--- config.mk ---
export PLATFORM = sky130hd
export DESIGN_NAME = slot_start_qualifier
export DESIGN_NICKNAME = d
export VERILOG_FILES = /design/src/rtl/slot_qual_pkg.sv /design/src/rtl/sq_reset_sync.sv /design/src/rtl/sq_sync.sv /design/src/rtl/sq_holdoff.sv /design/src/rtl/sq_low_filter.sv /design/src/rtl/sq_slot_fsm.sv /design/src/rtl/slot_start_qualifier.sv
export SDC_FILE = /design/constraint.sdc
export NUM_CORES = 1
export LEC_CHECK = 0
export BUFFER_PORTS_ARGS = -buffer_cell sky130_fd_sc_hd__buf_2
export CORE_MARGIN = 2
export CORE_UTILIZATION = 60
export DETAILED_ROUTE_END_ITERATION = 6
export PLACE_DENSITY = 0.83
export SLEW_MARGIN = 0
export SYNTH_ARGS = -nofsm -noshare
export SYNTH_HDL_FRONTEND = slang
export SYNTH_SLANG_ARGS = --single-unit
--- constraint.sdc ---
create_clock -name clk_i -period 1.88 [get_ports clk_i]
set_input_delay 0.282 -clock clk_i [delete_from_list [all_inputs] [get_ports clk_i]]
set_output_delay 0.282 -clock clk_i [all_outputs]
set_load 0.01 [all_outputs]
--- src/rtl/slot_qual_pkg.sv ---
package slot_qual_pkg;

  typedef enum logic [1:0] {
    ST_IDLE   = 2'd0,
    ST_SLOT   = 2'd1,
    ST_WAITHI = 2'd2
  } qual_state_e;

  function automatic int imax(input int a, input int b);
    return (a > b) ? a : b;
  endfunction

  function automatic int imin(input int a, input int b);
    return (a < b) ? a : b;
  endfunction

endpackage

--- src/rtl/sq_reset_sync.sv ---
module sq_reset_sync (
  input  logic clk_i,
  input  logic arst_ni,
  output logic rst_no
);
  logic [1:0] stage_q;

  always_ff @(posedge clk_i or negedge arst_ni) begin
    if (!arst_ni) stage_q <= 2'b00;
    else          stage_q <= {stage_q[0], 1'b1};
  end

  assign rst_no = stage_q[1];
endmodule

--- src/rtl/sq_sync.sv ---
module sq_sync #(
  parameter int STAGES = 2
) (
  input  logic clk_i,
  input  logic rst_ni,
  input  logic d_i,
  output logic q_o
);
  logic [STAGES-1:0] chain_q;
  logic [STAGES-1:0] chain_d;

  generate
    if (STAGES == 1) begin : g_single
      assign chain_d = d_i;
    end else begin : g_multi
      assign chain_d = {chain_q[STAGES-2:0], d_i};
    end
  endgenerate

  // idle bus level is high
  always_ff @(posedge clk_i or negedge rst_ni) begin
    if (!rst_ni) chain_q <= '1;
    else         chain_q <= chain_d;
  end

  assign q_o = chain_q[STAGES-1];
endmodule

--- src/rtl/sq_holdoff.sv ---
module sq_holdoff #(
  parameter int HOLD_STD  = 1250,
  parameter int HOLD_FAST = 500
) (
  input  logic clk_i,
  input  logic rst_ni,
  input  logic fast_i,
  input  logic line_i,
  output logic busy_o
);
  localparam int HMAX = slot_qual_pkg::imax(HOLD_STD, HOLD_FAST);
  localparam int HW   = $clog2(HMAX + 1);
  localparam logic [HW-1:0] HLEN_STD  = HW'(HOLD_STD);
  localparam logic [HW-1:0] HLEN_FAST = HW'(HOLD_FAST);

  logic          line_q;
  logic [HW-1:0] cnt_q, cnt_d;
  logic          cnt_en, rise;

  always_comb begin
    rise   = line_i & ~line_q;
    cnt_en = rise | (cnt_q != '0);
    if (rise) cnt_d = fast_i ? HLEN_FAST : HLEN_STD;
    else      cnt_d = cnt_q - 1'b1;
  end

  always_ff @(posedge clk_i or negedge rst_ni) begin
    if (!rst_ni) begin
      line_q <= 1'b1;
      cnt_q  <= '0;
    end else begin
      line_q <= line_i;
      if (cnt_en) cnt_q <= cnt_d;
    end
  end

  assign busy_o = (cnt_q != '0);
endmodule

--- src/rtl/sq_low_filter.sv ---
module sq_low_filter #(
  parameter int FILT_STD = 16
) (
  input  logic clk_i,
  input  logic rst_ni,
  input  logic fast_i,
  input  logic line_i,
  output logic qual_o
);
  generate
    if (FILT_STD <= 1) begin : g_nofilt
      assign qual_o = ~line_i;
    end else begin : g_filt
      localparam int LW = $clog2(FILT_STD);
      localparam logic [LW-1:0] SAT = LW'(FILT_STD - 1);

      logic [LW-1:0] low_q, low_d;
      logic          low_en;

      always_comb begin
        if (line_i) begin
          low_d  = '0;
          low_en = (low_q != '0);
        end else begin
          low_d  = low_q + 1'b1;
          low_en = (low_q != SAT);
        end
      end

      always_ff @(posedge clk_i or negedge rst_ni) begin
        if (!rst_ni)     low_q <= '0;
        else if (low_en) low_q <= low_d;
      end

      // fast speed bypasses the persistence requirement
      assign qual_o = ~line_i & (fast_i | (low_q == SAT));
    end
  endgenerate
endmodule

--- src/rtl/sq_slot_fsm.sv ---
module sq_slot_fsm
  import slot_qual_pkg::*;
#(
  parameter int SLOT_STD  = 15000,
  parameter int SLOT_FAST = 1500
) (
  input  logic clk_i,
  input  logic rst_ni,
  input  logic fast_i,
  input  logic line_i,
  input  logic qual_i,
  input  logic hold_busy_i,
  output logic strobe_o,
  output logic filt_o
);
  localparam int SMAX = imax(SLOT_STD, SLOT_FAST);
  localparam int SW   = $clog2(SMAX + 1);
  localparam logic [SW-1:0] SLAST_STD  = SW'(SLOT_STD - 1);
  localparam logic [SW-1:0] SLAST_FAST = SW'(SLOT_FAST - 1);

  qual_state_e   state_q, state_d;
  logic [SW-1:0] cnt_q, cnt_d, slot_last;
  logic          cnt_en;
  logic          strobe_q, strobe_d;
  logic          filt_q, filt_d;

  always_comb begin
    state_d   = state_q;
    cnt_d     = cnt_q + 1'b1;
    cnt_en    = 1'b0;
    strobe_d  = 1'b0;
    filt_d    = filt_q;
    slot_last = fast_i ? SLAST_FAST : SLAST_STD;
    case (state_q)
      ST_IDLE: begin
        if (qual_i && !hold_busy_i) begin
          state_d  = ST_SLOT;
          cnt_d    = '0;
          cnt_en   = 1'b1;
          strobe_d = 1'b1;
          filt_d   = 1'b0;
        end
      end
      ST_SLOT: begin
        cnt_en = 1'b1;
        if (line_i) filt_d = 1'b1;
        if (cnt_q >= slot_last) state_d = line_i ? ST_IDLE : ST_WAITHI;
      end
      ST_WAITHI: begin
        if (line_i) begin
          state_d = ST_IDLE;
          filt_d  = 1'b1;
        end
      end
      default: state_d = ST_IDLE;
    endcase
  end

  always_ff @(posedge clk_i or negedge rst_ni) begin
    if (!rst_ni) begin
      state_q  <= ST_IDLE;
      cnt_q    <= '0;
      strobe_q <= 1'b0;
      filt_q   <= 1'b1;
    end else begin
      state_q  <= state_d;
      strobe_q <= strobe_d;
      filt_q   <= filt_d;
      if (cnt_en) cnt_q <= cnt_d;
    end
  end

  assign strobe_o = strobe_q;
  assign filt_o   = filt_q;
endmodule

--- src/rtl/slot_start_qualifier.sv ---
module slot_start_qualifier #(
  parameter int SYNC_STAGES = 2,
  parameter int FILT_STD    = 16,
  parameter int HOLD_STD    = 1250,
  parameter int HOLD_FAST   = 500,
  parameter int SLOT_STD    = 15000,
  parameter int SLOT_FAST   = 1500
) (
  input  logic clk_i,
  input  logic rst_ni,
  input  logic bus_raw_i,
  input  logic fast_mode_i,
  output logic slot_start_o,
  output logic line_filt_o
);
  logic rst_n_int;
  logic line_s;
  logic hold_busy;
  logic low_qual;

  sq_reset_sync u_rst (
    .clk_i   (clk_i),
    .arst_ni (rst_ni),
    .rst_no  (rst_n_int)
  );

  sq_sync #(.STAGES(SYNC_STAGES)) u_sync (
    .clk_i  (clk_i),
    .rst_ni (rst_n_int),
    .d_i    (bus_raw_i),
    .q_o    (line_s)
  );

  sq_holdoff #(.HOLD_STD(HOLD_STD), .HOLD_FAST(HOLD_FAST)) u_hold (
    .clk_i  (clk_i),
    .rst_ni (rst_n_int),
    .fast_i (fast_mode_i),
    .line_i (line_s),
    .busy_o (hold_busy)
  );

  sq_low_filter #(.FILT_STD(FILT_STD)) u_filt (
    .clk_i  (clk_i),
    .rst_ni (rst_n_int),
    .fast_i (fast_mode_i),
    .line_i (line_s),
    .qual_o (low_qual)
  );

  sq_slot_fsm #(.SLOT_STD(SLOT_STD), .SLOT_FAST(SLOT_FAST)) u_fsm (
    .clk_i       (clk_i),
    .rst_ni      (rst_n_int),
    .fast_i      (fast_mode_i),
    .line_i      (line_s),
    .qual_i      (low_qual),
    .hold_busy_i (hold_busy),
    .strobe_o    (slot_start_o),
    .filt_o      (line_filt_o)
  );
endmodule

==> impl_results.md <==
* Count of non-filler cells in the finished layout at 279
* Setup crit end kind: flop
* Worst endpoint data arrival time at 2.13 ns
* Master of the slowest instance on the critical path: dfrtp_1
* Cell variety after synth at 45
* TritonCTS clock tree: yes
* Area of the die at 3960 um2
* Via total after detailed routing at 1564
* List of cells traversed by the critical path: ha_1 > nand4_1 > nor2_1 > a211oi_2 > a211oi_2 > mux2_1
* Final weighted congestion of routability-driven global placement at 0.856
* Max clock buf depth at 2
* Largest net degree at the start of global routing at 37
* Min Tclk post-route at 1.88 ns
* Antenna diode count at 0
* Share of final-layout standard cells stronger than drive strength 1 at 0.180
* Highest cell delay on the worst timing path at 0.44 ns
* Post-CTS clock slew at the launch and capture registers of the worst setup and hold paths at 0.11 ns
* Most repeated library cell on the critical path: a211oi_2
* # IOs at 6
* Highest clock frequency the design can meet at 532 MHz
* Required time at the endpoint of the critical path at 2.13 ns
* Final Hold Violating Endpoints at 0
* Classification of the worst-slack hold path: in -> reg
* Total of endpoints with negative setup slack in the final report at 0
* Row cnt at 21
* Share of the core filled with cells in the final layout at 0.709
* Power per unit of standard cell area at 1270 nW/um2
* Count of fill cells added during filler insertion at 250
* RSZ-0062 raised after global routing: true
* Global-route wire length before repair at 6930 um
* Synthesized instance count at 207
* DR vias/cell at 5.61
* Core footprint at 3340 um2
* Height of the chip at 62.9 um
* Total iterations of the first detailed-routing run at 4
* Clock net sink count at 38
* Die X-Extent at 62.9 um
* Largest fanout on the critical path at 4
* Root buffer cell: clkbuf_4
* Category of the most critical setup path: reg -> reg
* Count of input and output buffers at 5
* Final sum of negative setup slack at 0 ns
* Antenna viol nets, final at 0
* Drt wl/cell at 14.6 um
* Multi-input logic area at 1090 um2
* Overall routing resource usage at 0.226
* FF+latch count, synth at 38
* Effective utilization at floorplan at 0.624
* Drt initial violations at 147
* Cell Area, Synth at 2080 um2
* FF/Latch Area at 956 um2
* Critical path startpoint category: flop
* Clock latency on the worst-skew pair at 0.35 ns
* Fin Clk Skew at 0.0138 ns
* Aggregate routed wire length at 4080 um
* Global-route congestion overflow total at 0
* Mean Syn Cell Area at 10.1 um2
* Number of buffers inserted during clock tree synthesis at 5
* Placed instance count at 269
* Slew Limit Fails at 0
* Maximum resistive drop on vdd at 0.775 mV
* Run status: finished, final reports clean
* HPWL Detailed at 2940 um
* Initial antenna violation count at 0
* Yosys warning total at 0
* Final critical-path share of the clock period at 0.999
* Final Net Count at 254
* Total nets after synthesis at 229
* H-tree Lvls at 2
* Number of remaining DRC errors at 0
* Synthesis-to-layout area growth at 13.6%
* Leakage power at 0.00102 uW
* Seq/Total Area, Yosys at 0.459
* Via count of the first global-routing pass at 1561
* Number of maximum-capacitance violations at 0
==> synthesized netlist by cell type (all sizes together) <==
cell type,number,area [um2]
a211o,1,8.76
nor2,30,113
or3,3,28.8
nand4,6,37.5
mux2,1,11.3
nand3,6,30.0
and2,2,13.8
o21ai,6,30.0
ha,18,225
nor4b,1,15.0
conb,1,3.75
nor4,2,12.5
mux2i,2,20.0
o31ai,2,15.0
o41ai,1,8.76
dfstp,4,105
nor3b,1,7.51
nand2,19,71.3
nor3,6,41.3
and2b,1,8.76
a22o,1,8.76
a21oi,11,55.1
a32o,1,10.0
xor2,8,70.1
o21bai,1,7.51
dfrtp,34,851
and4,1,8.76
a211oi,3,27.5
clkbuf,1,3.75
a31oi,1,6.26
o2111ai,1,8.76
and3,4,25.0
a21boi,1,7.51
inv,10,37.5
xnor2,10,87.6
nand2b,2,15.0
buf,3,17.5
a2111oi,1,27.5
==> path summary, 6_finish.rpt <==
check | start | endpoint | slack (ns) | cells after the start
max reg2reg | u_fsm.cnt_q[9]$_DFFE_PN0P_ | u_fsm.state_q[0]$_DFFE_PN0P_ | 0.001 | 6
min | bus_raw_i | u_sync.chain_q[0]$_DFF_PN1_ | 0.03 | 1
max | u_fsm.cnt_q[9]$_DFFE_PN0P_ | u_fsm.state_q[0]$_DFFE_PN0P_ | 0.001 | 6
min reg2reg | u_rst.stage_q[1]$_DFF_PN0_ | u_fsm.cnt_q[9]$_DFFE_PN0P_ | 0.28 | 1
max in group asynchronous | u_rst.stage_q[1]$_DFF_PN0_ | u_sync.chain_q[0]$_DFF_PN1_ | 1.23 | 1
min in group asynchronous | rst_ni | u_rst.stage_q[1]$_DFF_PN0_ | 0.26 | 2
==> state kept, by name, indices dropped and copies added (netlist names) <==
name,cells
u_fsm.filt_o,1
u_hold.line_q,1
u_hold.cnt_q,11
u_filt.g_filt.low_q,4
u_rst.stage_q,2
u_fsm.strobe_o,1
u_fsm.state_q,2
u_sync.chain_q,2
u_fsm.cnt_q,14
==> worst max-delay path: cells and delay by family, from the launching register on <==
family / cells / cell delay (ns)
simple gates: 2 / 0.30
fa+ha+maj: 1 / 0.35
compound gates: 2 / 0.35
mux: 1 / 0.35
flops: 1 / 0.44
==> timing repair <==
action                     in CTS  in global routing
hold buffers                    1                  0
hold endpoints to repair        2                  0
buffers inserted                0                  1
resized for setup               0                  3
setup endpoints to repair       0                 18
==> cells in the final DEF (no fill, tap or decap), drive strengths merged, types with 8 or more instances in the layout <==
| master | count |
|---|---|
| buf | 21 |
| xnor2 | 10 |
| ha | 18 |
| inv | 10 |
| xor2 | 8 |
| clkbuf | 8 |
| a21oi | 11 |
| dfrtp | 34 |
| nor2 | 30 |
| nand2 | 19 |
==> cells by family (layout without fill, tap and decap cells) <==
group                      Yosys count  in the layout  share of synthesized area
AOI/OAI and AO/OA                   31             31                      0.106
xor gates and xnor gates            18             18                     0.0757
adders and majority gates           18             18                      0.108
buffers and inverters               14             40                     0.0282
DFF                                 38             38                      0.459
muxes                                3              3                     0.0150
other                                1              1                    0.00180
and+or+nand+nor                     84             84                      0.206
==> power by group <==
part	switching (uW)	leakage, uW	internal (uW)
clock network	258	0.0000326	185
registers	269	0.000432	1090
logic	622	0.000559	586
==> final cells by class <==
type,instances,share of cell area
well taps,46,0.0243
inverters,10,0.0159
flip-flops and latches,38,0.404
repair buffers,22,0.0709
multi-input cells,155,0.460
clock buffers,8,0.0249
==> routing by layer <==
metal  up-vias  wire [um]  global-route usage
li1        762          -                   -
met1       768       1890               0.287
met5         -          0                   0
met3         9        111              0.0468
met4         0         71               0.106
met2        25       2010               0.370
==> per-stage QoR <==
step	setup WS [ns]	area (um2)	power [uW]	hold WS, ns
global route	-0.0609	2360	3250	0.0124
finish	0.00147	2360	3010	0.0255
floorplan	0.0532	2080	2150	-0.0136
global placement	0.0314	2270	2450	0.0674
detailed placement	-0.119	2270	2530	0.0689
CTS	0.00535	2340	2980	0.0171
Power figures use the tool's default switching activity.
